## config.mk

```make
export PLATFORM = sky130hd
export DESIGN_NAME = calendar_counter
export DESIGN_NICKNAME = d
export VERILOG_FILES = /design/src/rtl/calendar_pkg.sv /design/src/rtl/calendar_ctrl.sv /design/src/rtl/calendar_datapath.sv /design/src/rtl/calendar_counter.sv
export SDC_FILE = /design/constraint.sdc
export NUM_CORES = 1
export LEC_CHECK = 0
export ABC_AREA = 0
export BUFFER_PORTS_ARGS = -buffer_cell sky130_fd_sc_hd__buf_2
export CAP_MARGIN = 20
export CORE_ASPECT_RATIO = 0.75
export CORE_MARGIN = 5
export CORE_UTILIZATION = 56
export CTS_CLUSTER_DIAMETER = 80
export DETAILED_ROUTE_END_ITERATION = 10
export GPL_TIMING_DRIVEN = 0
export PLACE_DENSITY = 0.91
export SLEW_MARGIN = 15
export SYNTH_ARGS = -nofsm -noshare
export SYNTH_HDL_FRONTEND = slang
export SYNTH_SLANG_ARGS = --single-unit
```

## constraint.sdc

```tcl
create_clock -name clk -period 7.7 [get_ports clk]
set_input_delay 1.54 -clock clk [delete_from_list [all_inputs] [get_ports clk]]
set_output_delay 1.54 -clock clk [all_outputs]
set_load 0.02 [all_outputs]
```

## src/rtl/calendar_pkg.sv

```systemverilog
package calendar_pkg;
  localparam int DATA_W = 32;
  localparam int ADDR_W = 2;
  localparam int SEC_W = 6;
  localparam int MIN_W = 6;
  localparam int HOUR_W = 5;
  localparam int DAY_W = 5;
  localparam int MON_W = 4;
  localparam int YEAR_W = 6;
  localparam int BUSY_DATE_POS = 7;
  localparam int BUSY_TIME_POS = 8;
  localparam int BUSY_ALARM_POS = 9;

  localparam logic [SEC_W-1:0]  SEC_LAST  = SEC_W'(59);
  localparam logic [MIN_W-1:0]  MIN_LAST  = MIN_W'(59);
  localparam logic [HOUR_W-1:0] HOUR_LAST = HOUR_W'(23);
  localparam logic [MON_W-1:0]  MON_LAST  = MON_W'(12);

  localparam logic [ADDR_W-1:0] ADDR_CTRL = ADDR_W'(0);
  localparam logic [ADDR_W-1:0] ADDR_TIME = ADDR_W'(1);
  localparam logic [ADDR_W-1:0] ADDR_DATE = ADDR_W'(2);

  typedef struct packed {
    logic [HOUR_W-1:0] hour;
    logic [MIN_W-1:0]  min;
    logic [SEC_W-1:0]  sec;
  } clockTimeT;

  typedef struct packed {
    logic              leap;
    logic [YEAR_W-1:0] year;
    logic [MON_W-1:0]  month;
    logic [DAY_W-1:0]  day;
  } calDateT;

  typedef struct packed {
    logic advance;
    logic commitTime;
    logic commitDate;
  } calStrobeT;

  function automatic clockTimeT unpackTime(input logic [DATA_W-1:0] w);
    clockTimeT t;
    t.sec  = w[SEC_W-1:0];
    t.min  = w[8 +: MIN_W];
    t.hour = w[16 +: HOUR_W];
    return t;
  endfunction

  function automatic logic [DATA_W-1:0] packTime(input clockTimeT t);
    logic [DATA_W-1:0] w;
    w = '0;
    w[SEC_W-1:0]   = t.sec;
    w[8 +: MIN_W]  = t.min;
    w[16 +: HOUR_W] = t.hour;
    return w;
  endfunction

  function automatic calDateT unpackDate(input logic [DATA_W-1:0] w);
    calDateT d;
    d.day   = w[DAY_W-1:0];
    d.month = w[8 +: MON_W];
    d.year  = w[16 +: YEAR_W];
    d.leap  = w[22];
    return d;
  endfunction

  function automatic logic [DATA_W-1:0] packDate(input calDateT d);
    logic [DATA_W-1:0] w;
    w = '0;
    w[DAY_W-1:0]    = d.day;
    w[8 +: MON_W]   = d.month;
    w[16 +: YEAR_W] = d.year;
    w[22]           = d.leap;
    return w;
  endfunction

  function automatic logic [DAY_W-1:0] lastDay(input logic [MON_W-1:0] m, input logic leap);
    case (m)
      MON_W'(2):  return leap ? DAY_W'(29) : DAY_W'(28);
      MON_W'(4), MON_W'(6), MON_W'(9), MON_W'(11): return DAY_W'(30);
      default:    return DAY_W'(31);
    endcase
  endfunction
endpackage

```

## src/rtl/calendar_ctrl.sv

```systemverilog
module calendar_ctrl
  import calendar_pkg::*;
(
  input  logic              clk,
  input  logic              rstN,
  input  logic              tick,
  input  logic              wrEn,
  input  logic [ADDR_W-1:0] wrAddr,
  input  logic [DATA_W-1:0] wrData,
  output calStrobeT         strobe,
  output clockTimeT         pendTime,
  output calDateT           pendDate,
  output logic              timeBusy,
  output logic              dateBusy
);
  logic wrTime;
  logic wrDate;

  assign wrTime = wrEn && (wrAddr == ADDR_TIME);
  assign wrDate = wrEn && (wrAddr == ADDR_DATE);

  // A commit happens only on a tick while a write is already pending.
  always_comb begin
    strobe.advance    = tick;
    strobe.commitTime = tick && timeBusy;
    strobe.commitDate = tick && dateBusy;
  end

  always_ff @(posedge clk) begin
    if (!rstN) begin
      pendTime <= '0;
      pendDate <= '0;
      timeBusy <= 1'b0;
      dateBusy <= 1'b0;
    end else begin
      if (wrTime) begin
        pendTime <= unpackTime(wrData);
        timeBusy <= 1'b1;
      end else if (strobe.commitTime) begin
        timeBusy <= 1'b0;
      end
      if (wrDate) begin
        pendDate <= unpackDate(wrData);
        dateBusy <= 1'b1;
      end else if (strobe.commitDate) begin
        dateBusy <= 1'b0;
      end
    end
  end
endmodule

```

## src/rtl/calendar_datapath.sv

```systemverilog
module calendar_datapath
  import calendar_pkg::*;
#(
  parameter int BASE_YEAR = 1970
) (
  input  logic      clk,
  input  logic      rstN,
  input  calStrobeT strobe,
  input  clockTimeT pendTime,
  input  calDateT   pendDate,
  output clockTimeT curTime,
  output calDateT   curDate
);
  localparam int SUM_W = 12;

  clockTimeT nextTime;
  calDateT   nextDate;
  logic      dayCarry;
  logic [YEAR_W-1:0] yearInc;

  function automatic logic leapOf(input logic [YEAR_W-1:0] off);
    logic [SUM_W-1:0] full;
    full = SUM_W'(off) + SUM_W'(BASE_YEAR);
    return (full[1:0] == 2'b00);
  endfunction

  always_comb begin
    nextTime = curTime;
    dayCarry = 1'b0;
    if (strobe.commitTime) begin
      nextTime = pendTime;
    end else if (strobe.advance) begin
      if (curTime.sec >= SEC_LAST) begin
        nextTime.sec = '0;
        if (curTime.min >= MIN_LAST) begin
          nextTime.min = '0;
          if (curTime.hour >= HOUR_LAST) begin
            nextTime.hour = '0;
            dayCarry = 1'b1;
          end else begin
            nextTime.hour = curTime.hour + 1'b1;
          end
        end else begin
          nextTime.min = curTime.min + 1'b1;
        end
      end else begin
        nextTime.sec = curTime.sec + 1'b1;
      end
    end
  end

  assign yearInc = curDate.year + 1'b1;

  always_comb begin
    nextDate = curDate;
    if (strobe.commitDate) begin
      nextDate = pendDate;
    end else if (dayCarry) begin
      if (curDate.day >= lastDay(curDate.month, curDate.leap)) begin
        nextDate.day = DAY_W'(1);
        if (curDate.month >= MON_LAST) begin
          nextDate.month = MON_W'(1);
          nextDate.year  = yearInc;
          nextDate.leap  = leapOf(yearInc);
        end else begin
          nextDate.month = curDate.month + 1'b1;
        end
      end else begin
        nextDate.day = curDate.day + 1'b1;
      end
    end
  end

  always_ff @(posedge clk) begin
    if (!rstN) begin
      curTime <= '0;
      curDate <= '{leap: 1'b0, year: '0, month: MON_W'(1), day: DAY_W'(1)};
    end else begin
      curTime <= nextTime;
      curDate <= nextDate;
    end
  end
endmodule

```

## src/rtl/calendar_counter.sv

```systemverilog
module calendar_counter
  import calendar_pkg::*;
#(
  parameter int BASE_YEAR = 1970
) (
  input  logic              clk,
  input  logic              rstN,
  input  logic              tick,
  input  logic              wrEn,
  input  logic [ADDR_W-1:0] wrAddr,
  input  logic [DATA_W-1:0] wrData,
  input  logic [ADDR_W-1:0] rdAddr,
  output logic [DATA_W-1:0] rdData,
  output logic [2:0]        busyFlags
);
  calStrobeT strobe;
  clockTimeT pendTime;
  calDateT   pendDate;
  clockTimeT timeQ;
  calDateT   dateQ;
  logic      timeBusy;
  logic      dateBusy;
  logic [DATA_W-1:0] ctrlWord;

  calendar_ctrl u_ctrl (
    .clk      (clk),
    .rstN     (rstN),
    .tick     (tick),
    .wrEn     (wrEn),
    .wrAddr   (wrAddr),
    .wrData   (wrData),
    .strobe   (strobe),
    .pendTime (pendTime),
    .pendDate (pendDate),
    .timeBusy (timeBusy),
    .dateBusy (dateBusy)
  );

  calendar_datapath #(.BASE_YEAR(BASE_YEAR)) u_datapath (
    .clk      (clk),
    .rstN     (rstN),
    .strobe   (strobe),
    .pendTime (pendTime),
    .pendDate (pendDate),
    .curTime  (timeQ),
    .curDate  (dateQ)
  );

  always_comb begin
    ctrlWord = '0;
    ctrlWord[BUSY_DATE_POS]  = dateBusy;
    ctrlWord[BUSY_TIME_POS]  = timeBusy;
    ctrlWord[BUSY_ALARM_POS] = 1'b0;
  end

  assign busyFlags = {1'b0, timeBusy, dateBusy};

  always_comb begin
    case (rdAddr)
      ADDR_CTRL: rdData = ctrlWord;
      ADDR_TIME: rdData = packTime(timeQ);
      ADDR_DATE: rdData = packDate(dateQ);
      default:   rdData = '0;
    endcase
  end
endmodule

```

==> impl_metrics.env, run 1 <==
export IMPL_ys_warn_count=0
export IMPL_endpoint_kind="output port"
export IMPL_p_leak_uw=0.001630
export IMPL_drt_iter0_markers=489
export IMPL_grt_usage_pct=26.90
export IMPL_cts_hold_buf=0
export IMPL_crit_type="input port to output port"
export IMPL_drv_cap=0
export IMPL_postRouteAntennaNets=0
export IMPL_dr_total_vias=3785
export IMPL_final_nets=591
export IMPL_drc=0
export IMPL_crit_chain="buf_2 > nor2b_1 > clkbuf_1 > clkbuf_1 > a22o_1 > buf_2"
export IMPL_fill_cells=517
export IMPL_cts_setup_buffers=0
export IMPL_numCtsBuffers=9
export IMPL_clockRootBuffer="clkbuf_8"
export IMPL_pin_count=75
export IMPL_synth_edf_count=0
export IMPL_period_share_pct=58.97
export IMPL_worst_ep_required_time_ps=6160
export IMPL_grt_first_pass_wirelength_um=17170
export IMPL_viasPerCell=6.056
export IMPL_critPathTopFamily="buffers and inverters"
export IMPL_core_area_sq_um=6287
export IMPL_routed_wl_um=10590
export IMPL_rows=25
export IMPL_die_x_um=102.9
export IMPL_reg2reg_slack_ps=4530
export IMPL_worst_slew_pin_transition_ps=912.3
export IMPL_routabilityCongestion=0.9120
export IMPL_netlist_area_sq_um=3627
export IMPL_cts_max_level=3
export IMPL_synth_top_area_share_pct=37.53
export IMPL_slowest_stage="clkbuf_1"
export IMPL_dieHeight_um=79.70
export IMPL_yosysSeqAreaShare_pct=37.53
export IMPL_status="completed"
export IMPL_ys_seq_elements=68
export IMPL_final_cell_mix="nand2_1, dfxtp_1, a21oi_1"
export IMPL_clock_skew_ps=10.41
export IMPL_grt_max_degree=14
export IMPL_area_growth_pct=16.80
export IMPL_dieArea_sq_um=8204
export IMPL_cp_start_kind="input port"
export IMPL_hp_class="flop to flop"
export IMPL_firstDrtPassIters=6
export IMPL_final_layout_size_suffix_gt1_share_pct=16.91
export IMPL_cellInternalPower_uw=574.5
export IMPL_peakVddDrop_v=0.0001369
export IMPL_start_util_pct=57.69
export IMPL_syn_avg_cell_area_sq_um=7.750
export IMPL_p_per_area_nw_per_um2=184.3
export IMPL_antenna_cells=0
export IMPL_utilization_pct=67.38
export IMPL_cp_max_fo=10
export IMPL_path_buf_inv=4
export IMPL_final_setup_tns_ps=0
export IMPL_final_common_cell="nand2_1"
export IMPL_switching_share_pct=26.41
export IMPL_setup_ws_ps=3159
export IMPL_overflow=0
export IMPL_clock_latency_ps=350
export IMPL_synthDistinctLibCells=56
export IMPL_ff_latch_area_sq_um=1361
export IMPL_max_slew_margin_rel_pct=38.67
export IMPL_grt_setup_unrepaired="false"
export IMPL_multi_input_area_sq_um=2024
export IMPL_arrival_ps=3000
export IMPL_cts_sinks=68
export IMPL_seq_power_share_pct=47.7
export IMPL_drt_wirelength_per_cell_um=16.95
export IMPL_grt_antenna_before_repair=0
export IMPL_clock_path_buffers=2
export IMPL_fmax_mhz=220.2
export IMPL_max_stage_delay_ps=480
export IMPL_hpwl_um=7919
export IMPL_pwr_share_comb_pct=10.3
export IMPL_first_global_vias=3496
export IMPL_synth_ff_type="dfxtp_1"
export IMPL_pre_cts_ws_ps=3210
export IMPL_clkTransAtPathRegs_ps=70
export IMPL_io_buffers=48
export IMPL_maxSlewViolCount=0
export IMPL_synth_area_leaders="dfxtp_1, nand2_1, a21oi_1"
export IMPL_p_clk_share_pct=42.0
export IMPL_tritoncts="built"
export IMPL_cts_resized=0
export IMPL_finalCriticalPeriod_ps=4541
export IMPL_yosysTopAreaCell="dfxtp_1"
export IMPL_async_reset_ff_share_pct=0
export IMPL_setup_violations=0
export IMPL_p_sw_uw=206.2
export IMPL_synth_cells=468
export IMPL_hold_violations=0
-- state kept, by name (all words and copies together) (netlist names) --
signal / cells
u_ctrl.dateBusy: 1
u_ctrl.pendDate: 16
u_ctrl.timeBusy: 1
u_datapath.curTime: 17
u_ctrl.pendTime: 17
u_datapath.curDate: 16
-- power groups by stage --
stage          Sequential [uW]  Clock, uW  Combinational [uW]
6_report                   372        328                80.3
5_1_grt                    373        351                87.9
4_1_cts                    372        331                78.5
3_5_place_dp               380          0                77.9
3_3_place_gp               379          0                76.0
2_1_floorplan              376          0                53.8
-- layout make-up --
type	count	share of cell area [%]
buffer	44	5.434
tap	81	2.392
multi-input combinational	353	47.78
sequential	68	32.13
timing repair buffer	48	5.670
inverter	15	1.329
clock inverter	7	2.333
clock buffer	9	2.924
-- per-layer routing --
layer	routed length [um]	global-route usage [%]	vias up
met2	4587	40.14	241
met5	0	0	-
met3	1291	8.646	32
li1	-	-	1779
met1	4445	36.38	1733
met4	269	9.314	0
-- metrics by stage --
step | hold slack, ps | power, uW | std cells | instance area, sq um
6_report | 454.5 | 780.7 | 625 | 4237
3_5_place_dp | 445.1 | 457.8 | 609 | 4014
3_3_place_gp | 444.7 | 455.4 | 609 | 4014
5_1_grt | 482.4 | 812.3 | 625 | 4237
4_1_cts | 455.3 | 781.1 | 625 | 4237
2_1_floorplan | 431.7 | 429.8 | 480 | 3672
-- cells in the mapped netlist, types with 7 or more instances --
library cell	count
nand2_1	93
o21ai_0	28
a211oi_1	7
a21oi_1	56
clkbuf_1	25
buf_4	17
and2_1	9
dfxtp_1	68
a22o_1	13
nand3_1	13
ha_1	12
nor3_1	9
inv_1	14
nor2_1	23
-- tightest hold or removal path, stage by stage, from the launching register on --
cell and delay, ps:
dfxtp_1 310, nand2_1 50, a21oi_1 50
-- cells by family after synthesis --
logic type / after synthesis / share of synthesized area, %
AO/OA/AOI/OAI: 141 / 24.80
XOR/XNOR: 5 / 1.207
adder cells (fa/ha/maj): 12 / 4.139
buffers and inverters: 59 / 7.899
flip-flops: 68 / 37.53
multiplexers: 4 / 1.104
other: 1 / 0.1034
AND/OR/NAND/NOR: 178 / 23.21
-- path summary, 6_finish.rpt --
check                                        endpoint                               start  cells past startpoint
setup / recovery                           rdData[16]                           rdAddr[0]                      6
hold / removal       u_ctrl.pendDate[15]$_SDFFE_PN0P_    u_ctrl.pendDate[15]$_SDFFE_PN0P_                      2
setup reg to reg  u_datapath.curDate[11]$_SDFFE_PN0P_  u_datapath.curDate[5]$_SDFFE_PN1P_                     11
hold reg to reg      u_ctrl.pendDate[15]$_SDFFE_PN0P_    u_ctrl.pendDate[15]$_SDFFE_PN0P_                      2
No activity file was read; power rests on OpenSTA's default activity.
==> run 2, diff against run 1 <==
ABC_AREA = 1   (was 0)
CORE_UTILIZATION = 50   (was 56)
PLACE_DENSITY = 0.86   (was 0.91)
clock period = 3.89 ns   (was 7.7 ns; I/O delays follow)
==> run 2 against run 1 <==
Combinational power increased by 100%; power increased by 99%; cell count increased by 14%; die area increased by 14%; sequential share of layout area decreased by 0.98 points; critical path type unchanged.
==> impl_metrics.env, run 2 <==
export IMPL_final_cells=715
export IMPL_clock_path_buffers=2
export IMPL_cts_setup_buffers=0
export IMPL_cts_sinks=68
export IMPL_pre_cts_ws_ps=964.7
export IMPL_synth_top_area_share_pct=36.24
export IMPL_dieArea_sq_um=9363
export IMPL_finalCriticalPeriod_ps=3019
export IMPL_reg2reg_slack_ps=1350
export IMPL_cts_max_level=3
export IMPL_firstDrtPassIters=5
export IMPL_cpMostUsedCell="buf_2"
export IMPL_antenna_cells=0
export IMPL_p_leak_uw=0.002105
export IMPL_crit_type="input port to output port"
export IMPL_synth_ff_type="dfxtp_1"
export IMPL_start_util_pct=51.24
export IMPL_hp_class="flop to flop"
export IMPL_setup_ws_ps=870.6
export IMPL_reg2reg_from="u_datapath.curDate[5]$_SDFFE_PN1P_"
export IMPL_max_slew_margin_rel_pct=61.20
export IMPL_yosysTopAreaCell="dfxtp_1"
export IMPL_routabilityCongestion=0.9504
export IMPL_io_buffers=45
export IMPL_final_nets=661
export IMPL_multi_input_area_sq_um=2039
export IMPL_ff_latch_area_sq_um=1361
export IMPL_grt_usage_pct=23.46
export IMPL_synth_cells=541
export IMPL_synth_edf_count=0
export IMPL_largestRegisters="u_ctrl.pendTime (17), u_datapath.curTime (17)"
export IMPL_status="completed"
export IMPL_grt_setup_unrepaired="false"
export IMPL_routed_wl_um=10760
export IMPL_synthTopCellsByCount="nor2_1, nand2_1, dfxtp_1, o21ai_0, nand3_1"
export IMPL_netlist_area_sq_um=3756
export IMPL_clkTransAtPathRegs_ps=70
export IMPL_ys_seq_elements=68
export IMPL_async_reset_ff_share_pct=0
export IMPL_setup_violations=0
export IMPL_stdcell_area_sq_um=4369
export IMPL_final_setup_tns_ps=0
export IMPL_grt_first_pass_wirelength_um=17160
export IMPL_pwr_share_comb_pct=10.4
export IMPL_grt_antenna_before_repair=0
export IMPL_hold_violations=0
export IMPL_peakVddDrop_v=0.0002762
export IMPL_hpwl_um=8002
export IMPL_placed_cell_area_sq_um=4153
export IMPL_crit_chain="buf_2 > inv_1 > nand2_1 > clkbuf_1 > o22ai_1 > buf_2"
export IMPL_maxSlewViolCount=0
export IMPL_worst_ep_required_time_ps=3110
export IMPL_fill_cells=687
export IMPL_numCtsBuffers=9
export IMPL_drv_cap=0
export IMPL_clockRootBuffer="clkbuf_8"
export IMPL_p_sw_uw=402.9
export IMPL_rr_worst_depth=15
export IMPL_drt_iter0_markers=321
export IMPL_synthMostInstantiatedCell="nor2_1"
export IMPL_cellInternalPower_uw=1152
export IMPL_tritoncts="built"
export IMPL_clock_skew_ps=6.296
export IMPL_power_uw=1555
export IMPL_max_stage_delay_ps=460
export IMPL_setup_worst_path_end="rdData[19]"
export IMPL_fmax_mhz=331.2
export IMPL_arrival_ps=2240
export IMPL_switching_share_pct=25.91
export IMPL_overflow=0
export IMPL_cts_hold_buf=0
export IMPL_first_global_vias=3589
export IMPL_pin_count=75
export IMPL_cts_resized=0
export IMPL_cp_start_kind="input port"
export IMPL_grt_max_degree=12
export IMPL_seq_power_share_pct=47.6
export IMPL_dr_total_vias=3916
export IMPL_die_x_um=110.1
export IMPL_r2r_end="u_datapath.curDate[15]$_SDFFE_PN0P_"
export IMPL_dieHeight_um=85.06
export IMPL_viasPerCell=5.477
export IMPL_drc=0
export IMPL_place_inst=699
export IMPL_slowest_stage="clkbuf_1"
export IMPL_cp_max_fo=10
export IMPL_p_clk_share_pct=42.0
export IMPL_final_cell_mix="nor2_1, nand2_1, dfxtp_1"
export IMPL_worstSetupStartpoint="rdAddr[0]"
export IMPL_final_common_cell="nor2_1"
export IMPL_period_share_pct=77.62
export IMPL_worst_slew_pin_transition_ps=582.1
export IMPL_p_per_area_nw_per_um2=355.9
export IMPL_ys_warn_count=0
export IMPL_rows=27
export IMPL_synthDistinctLibCells=34
export IMPL_synth_area_leaders="dfxtp_1, o21ai_0, nor2_1"
export IMPL_clock_latency_ps=350
export IMPL_syn_avg_cell_area_sq_um=6.943
export IMPL_yosysSeqAreaShare_pct=36.24
export IMPL_endpoint_kind="output port"
export IMPL_final_layout_size_suffix_gt1_share_pct=17.10
export IMPL_postRouteAntennaNets=0
export IMPL_area_growth_pct=16.32
export IMPL_core_area_sq_um=7331
export IMPL_drt_wirelength_per_cell_um=15.05
-- run 2: cell types whose count changed in the layout (fill, tap and decap cells not counted), sizes merged, moves of 10 or more --
cell / before / now
clkbuf: 34 / 24
a22o: 13 / 0
nor2: 23 / 90
and2: 10 / 0
nand3: 13 / 47
inv: 16 / 40
a21oi: 56 / 44
o21ai: 29 / 68
-- run 2: cell type report --
cell class              count  share of cell area [%]
well taps                 101                   2.892
plain buffers              39                   5.470
clock buffers              11                   3.236
clock inverters             5                   1.718
inverters                  43                   3.694
flip-flops and latches     68                   31.16
repair buffers             45                   5.155
multi-input cells         403                   46.68
-- run 2: worst max-delay path: cells and delay by family --
family	cells	cell delay (ps)
AOI/OAI and AO/OA	1	230
buffers and inverters	4	1110
and+or+nand+nor	1	120
-- run 2: cells by family (layout without fill, tap and decap cells) --
logic type	Yosys count	in the layout	synth area share, %
xor gates and xnor gates	8	8	1.865
buffers and inverters	82	143	10.66
DFF	68	68	36.24
other	1	13	0.09984
AOI/OAI and AO/OA	125	125	17.56
adders and majority gates	12	12	3.997
muxes	1	1	0.2665
and+or+nand+nor	244	244	29.31
-- run 2: metrics by stage --
stage / hold slack, ps / util [%]
global placement: 437.2 / 56.65
global route: 491.7 / 59.60
finish: 463.7 / 59.60
detailed placement: 455.0 / 56.65
floorplan: 423.7 / -
CTS: 464.0 / 59.60
-- run 2: worst min-delay path by stage --
stage | start | endpoint | slack, ps | cells past startpoint
finish | u_ctrl.pendTime[11]$_SDFFE_PN0P_ | u_ctrl.pendTime[11]$_SDFFE_PN0P_ | 460 | 2
global route | u_ctrl.pendTime[11]$_SDFFE_PN0P_ | u_ctrl.pendTime[11]$_SDFFE_PN0P_ | 490 | 2
CTS | u_ctrl.pendTime[11]$_SDFFE_PN0P_ | u_ctrl.pendTime[11]$_SDFFE_PN0P_ | 460 | 2
detailed placement | u_ctrl.pendTime[11]$_SDFFE_PN0P_ | u_ctrl.pendTime[11]$_SDFFE_PN0P_ | 460 | 2
global placement | u_ctrl.pendTime[11]$_SDFFE_PN0P_ | u_ctrl.pendTime[11]$_SDFFE_PN0P_ | 440 | 2
floorplan | u_ctrl.pendTime[11]$_SDFFE_PN0P_ | u_ctrl.pendTime[11]$_SDFFE_PN0P_ | 420 | 2
-- run 2: routing by layer --
metal | GRT usage (%) | part of all wire, % | vias up
met1 | 32.95 | 45 | 1797
met2 | 35.30 | 42 | 211
li1 | - | - | 1890
met5 | 0 | 0 | -
met3 | 6.616 | 11 | 18
met4 | 5.889 | 1.4 | 0
-- run 2: power by group through the flow --
stage          sequential [uW]  clock (uW)  combinational, uW
3_3_place_gp               754           0                153
5_1_grt                    743         691                177
2_1_floorplan              750           0                110
6_report                   741         652                162
4_1_cts                    740         655                158
3_5_place_dp               755           0                157
==> run 3, diff against run 2 <==
clock period = 2.55 ns   (was 3.89 ns; I/O delays follow)
==> run 3 against run 2 <==
Critical path depth is the same; worst setup slack lost 780 ps; first-iteration DRC count grew 11%; sequential share of layout area shrank 0.052 points; highest routed layer unchanged; utilization grew 0.15 points; clock-buffer cell count is the same; wire length grew 0.33%; combinational power grew 52%; global-route usage is the same; register-to-register slack lost 1100 ps; largest cell class unchanged; critical endpoint unchanged; non-clock buffer count is the same; clock power grew 52%.
==> impl_metrics.env, run 3 (same netlist as run 2, synthesis figures left out) <==
export IMPL_status="completed"
export IMPL_die_x_um=110.1
export IMPL_topRoutingLayerUsed="met4"
export IMPL_p_leak_uw=0.002109
export IMPL_drt_wirelength_per_cell_um=15.10
export IMPL_hold_violations=0
export IMPL_placed_cell_area_sq_um=4153
export IMPL_finalCriticalPeriod_ps=2457
export IMPL_postRouteAntennaNets=0
export IMPL_maxSlewViolCount=0
export IMPL_numCtsBuffers=9
export IMPL_worst_slew_pin_transition_ps=579.5
export IMPL_grt_setup_unrepaired="false"
export IMPL_stdcell_area_sq_um=4380
export IMPL_drc=0
export IMPL_setup_ws_ps=92.77
export IMPL_worst_hold_slack_ps=381.8
export IMPL_final_setup_tns_ps=0
export IMPL_clock_path_buffers=2
export IMPL_cp_max_fo=10
export IMPL_peakVddDrop_v=0.0004218
export IMPL_grt_max_degree=12
export IMPL_final_cell_mix="nor2_1, nand2_1, o21ai_0, dfxtp_1, buf_2"
export IMPL_cts_sinks=68
export IMPL_arrival_ps=1950
export IMPL_cts_resized=0
export IMPL_cp_start_kind="input port"
export IMPL_pin_count=75
export IMPL_ff_latch_area_sq_um=1363
export IMPL_crit_type="input port to output port"
export IMPL_max_slew_margin_rel_pct=61.36
export IMPL_cts_hold_buf=0
export IMPL_overflow=0
export IMPL_start_util_pct=51.24
export IMPL_hpwl_um=8002
export IMPL_core_area_sq_um=7331
export IMPL_clock_skew_ps=6.755
export IMPL_clkTransAtPathRegs_ps=70
export IMPL_setup_violations=0
export IMPL_io_buffers=45
export IMPL_routed_wl_um=10800
export IMPL_grt_antenna_before_repair=0
export IMPL_drv_cap=0
export IMPL_fmax_mhz=407.0
export IMPL_dr_total_vias=3910
export IMPL_area_growth_pct=16.62
export IMPL_pre_cts_ws_ps=97.13
export IMPL_tritoncts="built"
export IMPL_endpoint_kind="output port"
export IMPL_routabilityCongestion=0.9504
export IMPL_fill_cells=685
export IMPL_viasPerCell=5.469
export IMPL_wl_met3_um=1176
export IMPL_cts_setup_buffers=0
export IMPL_period_share_pct=96.36
export IMPL_hp_class="input port to flop"
export IMPL_grt_usage_pct=23.46
export IMPL_cts_max_level=3
export IMPL_rows=27
export IMPL_wl_met2_um=4544
export IMPL_multi_input_area_sq_um=2049
export IMPL_worst_ep_required_time_ps=2040
export IMPL_final_nets=661
export IMPL_first_global_vias=3589
export IMPL_grt_first_pass_wirelength_um=17160
export IMPL_firstDrtPassIters=6
export IMPL_p_per_area_nw_per_um2=540.7
export IMPL_dieArea_sq_um=9363
export IMPL_drt_iter0_markers=357
export IMPL_clockRootBuffer="clkbuf_8"
export IMPL_antenna_cells=0
export IMPL_final_layout_size_suffix_gt1_share_pct=17.75
export IMPL_met1_length_um=4882
export IMPL_final_common_cell="nor2_1"
export IMPL_largestRegisters="u_ctrl.pendTime (17), u_datapath.curTime (17)"
export IMPL_dieHeight_um=85.06
export IMPL_clock_latency_ps=350
## run 3: cell count changes in the layout (fill, tap and decap cells not counted)
cell,previous run,this run
nand2_1,82,80
nand2_2,4,6
dfxtp_1,68,67
dfxtp_2,0,1
nor3b_1,2,1
nor3b_2,0,1
## run 3: path summary, 6_finish.rpt
kind | end | slack, ps | startpoint | depth (start not counted)
worst max-delay path | rdData[19] | 90 | rdAddr[0] | 6
worst min-delay path | u_ctrl.pendTime[5]$_SDFFE_PN0P_ | 380 | wrData[5] | 3
worst max register to register | u_datapath.curDate[13]$_SDFFE_PN0P_ | 230 | u_datapath.curDate[6]$_SDFFE_PN0P_ | 15
worst min register to register | u_ctrl.pendTime[11]$_SDFFE_PN0P_ | 460 | u_ctrl.pendTime[11]$_SDFFE_PN0P_ | 2
## run 3: metrics by stage
stage                     total power, uW  std cells  util, %
after detailed placement             1392        699    56.65
after global routing                 2458        715    59.75
final                                2368        715    59.75
after global placement               1384        699    56.65
after floorplan                      1312        553        -
after CTS                            2369        715    59.60
## run 3: worst max-delay path, stage by stage
cell and delay [ps]:
buf_2 210, inv_1 200, nand2_1 120, clkbuf_1 460, o22ai_1 210, buf_2 210
## run 3: routing by layer
layer,global-route usage [%],vias to the layer above
li1,-,1891
met1,32.95,1784
met2,35.30,207
met3,6.616,28
met4,5.889,0
met5,0,-
## run 3: final cells by class
class / count / area share, %
clock buffer: 11 / 3.228
timing repair buffer: 45 / 5.141
multi-input combinational: 403 / 46.79
inverter: 43 / 3.685
tap: 101 / 2.885
clock inverter: 5 / 1.714
buffer: 39 / 5.456
sequential: 68 / 31.11
## run 3: where the power goes
group          switching [uW]  internal [uW]  leakage [uW]
clock network             418            573      0.000113
registers                29.5           1100      0.000553
logic                     163           84.0       0.00144
total                     611           1760       0.00211
